[src/rtl/mac_cmd_pkg.sv]
package mac_cmd_pkg;
    localparam int REG_W         = 32;
    localparam int BIT_TX_EN     = 0;
    localparam int BIT_RX_EN     = 1;
    localparam int BIT_SWRST     = 13;
    localparam int BIT_LOOP      = 27;
    localparam int BIT_BCAST     = 28;
    localparam int BIT_CRC_INJ   = 29;
    localparam int BIT_PAUSE_OFF = 30;
    localparam int BIT_CNT_CLR   = 31;

    typedef enum logic [1:0] {
        SR_IDLE  = 2'd0,
        SR_ISSUE = 2'd1,
        SR_WAIT  = 2'd2
    } swrst_e;

    typedef struct packed {
        logic   tx_en;
        logic   rx_en;
        logic   loop;
        logic   bcast;
        logic   pause_off;
        swrst_e st;
    } cmd_state_t;
endpackage

[src/rtl/mac_cmd_handshake.sv]
module mac_cmd_handshake (
    input  logic clk,
    input  logic rst_n,
    input  logic start,
    input  logic done,
    output logic req,
    output logic busy
);
    typedef struct packed {
        logic req;
        logic busy;
    } hs_t;

    hs_t q, d;

    always_comb begin
        d     = q;
        d.req = 1'b0;
        if (start && !q.busy) begin
            d.req  = 1'b1;
            d.busy = 1'b1;
        end else if (q.busy && !q.req && done) begin
            d.busy = 1'b0;
        end
    end

    always_ff @(posedge clk or negedge rst_n) begin
        if (!rst_n) q <= '0;
        else        q <= d;
    end

    assign req  = q.req;
    assign busy = q.busy;

    p_req_pulse_r10: assert property (@(posedge clk) disable iff (!rst_n)
        req |=> !req);
    p_busy_until_done_r5: assert property (@(posedge clk) disable iff (!rst_n)
        (busy && !done) |=> busy);
endmodule

[src/rtl/mac_cmd_crc_inject.sv]
module mac_cmd_crc_inject (
    input  logic clk,
    input  logic rst_n,
    input  logic set_req,
    input  logic tx_sof,
    output logic pending,
    output logic corrupt
);
    logic pend_q, pend_d;

    always_comb begin
        pend_d = pend_q | set_req;
        if (tx_sof && pend_q) pend_d = 1'b0;
    end

    always_ff @(posedge clk or negedge rst_n) begin
        if (!rst_n) pend_q <= 1'b0;
        else        pend_q <= pend_d;
    end

    assign pending = pend_q;
    assign corrupt = pend_q & tx_sof;

    p_crc_consumed_r3: assert property (@(posedge clk) disable iff (!rst_n)
        corrupt |=> !pending);
endmodule

[src/rtl/mac_cmd_reg.sv]
module mac_cmd_reg
    import mac_cmd_pkg::*;
#(
    parameter int W = REG_W
) (
    input  logic         clk,
    input  logic         rst_n,
    input  logic         wr_en,
    input  logic [W-1:0] wr_data,
    output logic [W-1:0] rd_data,
    output logic         tx_en,
    output logic         rx_en,
    output logic         line_loop,
    output logic         bcast_drop,
    output logic         pause_fifo_off,
    input  logic         tx_sof,
    output logic         crc_corrupt,
    output logic         stat_clr_req,
    input  logic         stat_clr_done,
    output logic         fifo_flush_req,
    input  logic         fifo_flush_done
);
    cmd_state_t q, d;
    logic wr_ok;
    logic stat_busy, flush_busy, crc_pend;
    logic stat_start, flush_start;

    assign wr_ok       = wr_en && (q.st == SR_IDLE);
    assign stat_start  = (wr_ok && wr_data[BIT_CNT_CLR]) || (q.st == SR_ISSUE);
    assign flush_start = (q.st == SR_ISSUE);

    always_comb begin
        d = q;
        case (q.st)
            SR_IDLE: begin
                if (wr_en) begin
                    d.tx_en     = wr_data[BIT_TX_EN];
                    d.rx_en     = wr_data[BIT_RX_EN];
                    d.loop      = wr_data[BIT_LOOP];
                    d.bcast     = wr_data[BIT_BCAST];
                    d.pause_off = wr_data[BIT_PAUSE_OFF];
                    if (wr_data[BIT_SWRST]) begin
                        d.st    = SR_ISSUE;
                        d.tx_en = 1'b0;
                        d.rx_en = 1'b0;
                    end
                end
            end
            SR_ISSUE: d.st = SR_WAIT;
            SR_WAIT:  if (!stat_busy && !flush_busy) d.st = SR_IDLE;
            default:  d.st = SR_IDLE;
        endcase
    end

    always_ff @(posedge clk or negedge rst_n) begin
        if (!rst_n) q <= '{tx_en: 1'b0, rx_en: 1'b0, loop: 1'b0, bcast: 1'b0,
                           pause_off: 1'b0, st: SR_IDLE};
        else        q <= d;
    end

    mac_cmd_handshake u_stat (
        .clk  (clk),
        .rst_n(rst_n),
        .start(stat_start),
        .done (stat_clr_done),
        .req  (stat_clr_req),
        .busy (stat_busy)
    );

    mac_cmd_handshake u_flush (
        .clk  (clk),
        .rst_n(rst_n),
        .start(flush_start),
        .done (fifo_flush_done),
        .req  (fifo_flush_req),
        .busy (flush_busy)
    );

    mac_cmd_crc_inject u_crc (
        .clk    (clk),
        .rst_n  (rst_n),
        .set_req(wr_ok && wr_data[BIT_CRC_INJ]),
        .tx_sof (tx_sof),
        .pending(crc_pend),
        .corrupt(crc_corrupt)
    );

    always_comb begin
        rd_data                = '0;
        rd_data[BIT_TX_EN]     = q.tx_en;
        rd_data[BIT_RX_EN]     = q.rx_en;
        rd_data[BIT_SWRST]     = (q.st != SR_IDLE);
        rd_data[BIT_LOOP]      = q.loop;
        rd_data[BIT_BCAST]     = q.bcast;
        rd_data[BIT_CRC_INJ]   = crc_pend;
        rd_data[BIT_PAUSE_OFF] = q.pause_off;
        rd_data[BIT_CNT_CLR]   = stat_busy;
    end

    assign tx_en          = q.tx_en;
    assign rx_en          = q.rx_en;
    assign line_loop      = q.loop;
    assign bcast_drop     = q.bcast;
    assign pause_fifo_off = q.pause_off;

    p_enables_off_r6: assert property (@(posedge clk) disable iff (!rst_n)
        (q.st != SR_IDLE) |-> (!tx_en && !rx_en));
    p_ignore_wr_r9: assert property (@(posedge clk) disable iff (!rst_n)
        (q.st != SR_IDLE) |=> $stable({line_loop, bcast_drop, pause_fifo_off}));
    p_flush_in_reset_r6: assert property (@(posedge clk) disable iff (!rst_n)
        fifo_flush_req |-> (q.st == SR_WAIT));
    p_wait_exit_r7: assert property (@(posedge clk) disable iff (!rst_n)
        ((q.st == SR_WAIT) && (stat_busy || flush_busy)) |=> (q.st == SR_WAIT));
endmodule

[config.mk]
export PLATFORM = sky130hd
export DESIGN_NAME = mac_cmd_reg
export DESIGN_NICKNAME = d
export VERILOG_FILES = /design/src/rtl/mac_cmd_pkg.sv /design/src/rtl/mac_cmd_handshake.sv /design/src/rtl/mac_cmd_crc_inject.sv /design/src/rtl/mac_cmd_reg.sv
export SDC_FILE = /design/constraint.sdc
export NUM_CORES = 1
export LEC_CHECK = 0
export CORE_MARGIN = 5
export CORE_UTILIZATION = 31
export CTS_BUF_LIST = sky130_fd_sc_hd__clkbuf_2 sky130_fd_sc_hd__clkbuf_4 sky130_fd_sc_hd__clkbuf_8
export DETAILED_ROUTE_END_ITERATION = 10
export PLACE_DENSITY_LB_ADDON = 0.25
export SKIP_LAST_GASP = 1
export SYNTH_ARGS = -nofsm -noshare
export SYNTH_HDL_FRONTEND = slang
export SYNTH_SLANG_ARGS = --single-unit
[constraint.sdc]
create_clock -name clk -period 3.61 [get_ports clk]
set_clock_uncertainty 0.05 [all_clocks]
set_input_delay 0.722 -clock clk [delete_from_list [all_inputs] [get_ports clk]]
set_output_delay 0.722 -clock clk [all_outputs]
set_load 0.05 [all_outputs]
==> impl_metrics.env <==
export IMPL_status="complete, no violations"
export IMPL_finalNetCount=135
export IMPL_fin_setup_tns_ns=0
export IMPL_wl_per_cell_um=10.7
export IMPL_clkLatencyLatePin_ns=0.26
export IMPL_hold_class="flip-flop to flip-flop"
export IMPL_cts_sinks=12
export IMPL_cts_resized=0
export IMPL_worstPathRequired_ns=2.84
export IMPL_drt_iter0_drc=10
export IMPL_r2r_end="pause_fifo_off"
export IMPL_stdcell_area_um2=950
export IMPL_drc=0
export IMPL_power_density_nw_per_um2=941
export IMPL_synthTopCellsByArea="dfrtp_1 (41%), buf_4 (32%), mux2_2 (7.7%)"
export IMPL_cts_buffers=3
export IMPL_finalWirelength_um=1330
export IMPL_place_area_um2=913
export IMPL_synth_seq_area_share=0.409
export IMPL_worstHoldStart="u_flush.busy"
export IMPL_cts_buffer_depth=2
export IMPL_r2r_slack_ns=2.23
export IMPL_postSynth_asyncResetShare=1.00
export IMPL_finalCritPeriodShare=0.796
export IMPL_cts_tree="yes"
export IMPL_via_count=466
export IMPL_maxSlewViolCount=0
export IMPL_worst_pin_slew_ns=0.546
export IMPL_overflow=0
export IMPL_cp_start_kind="input pin"
export IMPL_layout_commonest_cell="clkdlybuf4s50_1"
export IMPL_cts_htree_levels=1
export IMPL_dieArea_um2=3440
export IMPL_grt_pass1_vias=425
export IMPL_syn_inst=71
export IMPL_worst_endpoint_arrival_ns=2.10
export IMPL_postCtsSetupBuffers=0
export IMPL_syn_area_um2=734
export IMPL_via_per_inst=3.76
export IMPL_slew_headroom=0.635
export IMPL_synth_seq_cells=12
export IMPL_port_buffers=29
export IMPL_hold_viol=0
export IMPL_rows=17
export IMPL_synth_flop_cell="dfrtp_1"
export IMPL_ant_nets=0
export IMPL_avgSynthCellArea_um2=10.3
export IMPL_rsz0062_at_grt="no"
export IMPL_ctsHoldBuffers=0
export IMPL_initial_core_util=0.329
export IMPL_p_leak_nw=0.443
export IMPL_fp_coreArea_um2=2230
export IMPL_io_pins=78
export IMPL_final_cell_mix="clkdlybuf4s50_1 (29), conb_1 (24), dfrtp_1 (12), mux2_2 (5)"
export IMPL_synth_top_cell_area_share=0.409
export IMPL_r2r_start="q[0]"
export IMPL_slowest_delay_ns=0.79
export IMPL_grt_max_degree=13
export IMPL_globalplace_congestion=0.627
export IMPL_cp_end_kind="output pin"
export IMPL_hold_end="u_flush.req"
export IMPL_period_needed_ns=2.87
export IMPL_die_height_um=58.7
export IMPL_critPathMostFrequentCell="clkdlybuf4s50_1"
export IMPL_synth_edf_count=0
export IMPL_syn_to_final_growth_pct=29.3
export IMPL_clock_fmax_mhz=348
export IMPL_critPathKind="input pin to output pin"
export IMPL_dr_pass1_iters=4
export IMPL_clockRootBuffer="clkbuf_4"
export IMPL_yosysUniqueCellTypes=18
export IMPL_cp_cell_sequence="clkdlybuf4s50_1, and2_1, clkdlybuf4s50_1"
export IMPL_hold_ws_ns=0.442
export IMPL_cp_max_fo=2
export IMPL_setup_viol=0
export IMPL_max_cap_violations=0
export IMPL_cp_slowest_cell="clkdlybuf4s50_1"
export IMPL_post_dp_hpwl_um=1100
export IMPL_grt_pass1_wl_um=1970
export IMPL_antenna_found_initial=0
export IMPL_worst_ir_drop_vdd_mv=0.485
export IMPL_track_usage=0.0728
export IMPL_synth_area_leader_cell="dfrtp_1"
export IMPL_whs_path_depth=1
export IMPL_ys_warnings_count=0
export IMPL_fill_cells=228
export IMPL_rr_worst_depth=2
export IMPL_layout_drive_gt1_share=0.135
export IMPL_die_w_um=58.7
export IMPL_antennaDiodeCount=0
export IMPL_clkTransAtPathRegs_ns=0.08
worst max-delay path by stage:
stage,startpoint,endpoint,slack (ns),depth (start not counted)
detailed placement,tx_sof,crc_corrupt,0.73,3
CTS,tx_sof,crc_corrupt,0.73,3
global route,tx_sof,crc_corrupt,0.70,3
floorplan,tx_sof,crc_corrupt,1.71,1
global placement,tx_sof,crc_corrupt,0.74,3
finish,tx_sof,crc_corrupt,0.74,3
per-stage QoR:
step	instances	setup WS (ns)	util	power (mW)
floorplan	94	1.71	-	0.683
global placement	120	0.738	0.409	0.789
detailed placement	120	0.734	0.409	0.795
CTS	124	0.729	0.425	0.904
global route	124	0.697	0.425	0.941
finish	124	0.736	0.425	0.893
worst max-delay path: cells and delay by family:
family,cells,cell delay [ns]
buffers and inverters,2,1.26
and+or+nand+nor,1,0.12
final cells by class:
class | count | area, µm² | share of cell area
flip-flops and latches | 12 | 300 | 0.316
repair buffers | 29 | 290 | 0.306
multi-input cells | 49 | 280 | 0.295
clock buffers | 4 | 36.3 | 0.0382
well taps | 28 | 35.0 | 0.0369
inverters | 2 | 7.51 | 0.00791
routing by layer:
layer | up-vias | track usage | routed length (µm)
met4 | 0 | 0.0291 | 0
met5 | - | 0 | 0
met1 | 213 | 0.108 | 537
met2 | 32 | 0.0957 | 610
met3 | 0 | 0.0241 | 182
li1 | 221 | - | -
flip-flops by register name, summed over array words and instances (netlist names):
name and count:
bcast_drop 1, line_loop 1, pause_fifo_off 1, q 2
rx_en 1, tx_en 1, u_crc.pending 1, u_flush.busy 1
u_flush.req 1, u_stat.busy 1, u_stat.req 1
Yosys cell counts, types with 2 or more instances:
cell,n
and2_1,2
buf_4,31
dfrtp_1,12
nand2b_1,2
nor2_1,3
or2_2,2
nor2b_1,3
inv_1,2
mux2_2,5
cells by family after synthesis:
logic type | after synthesis | synth area share
buf+inv | 33 | 0.327
simple gates | 15 | 0.133
flops | 12 | 0.409
compound gates | 5 | 0.0494
mux | 5 | 0.0767
other cells | 1 | 0.00511
power by group:
group / total (mW) / switching [mW] / internal [mW] / leakage (nW)
Sequential: 0.231 / 0.0454 / 0.185 / 0.152
Clock: 0.104 / 0.0432 / 0.0612 / 0.0210
Combinational: 0.559 / 0.375 / 0.184 / 0.270
Note: power is estimated with default switching activity, not from simulation.
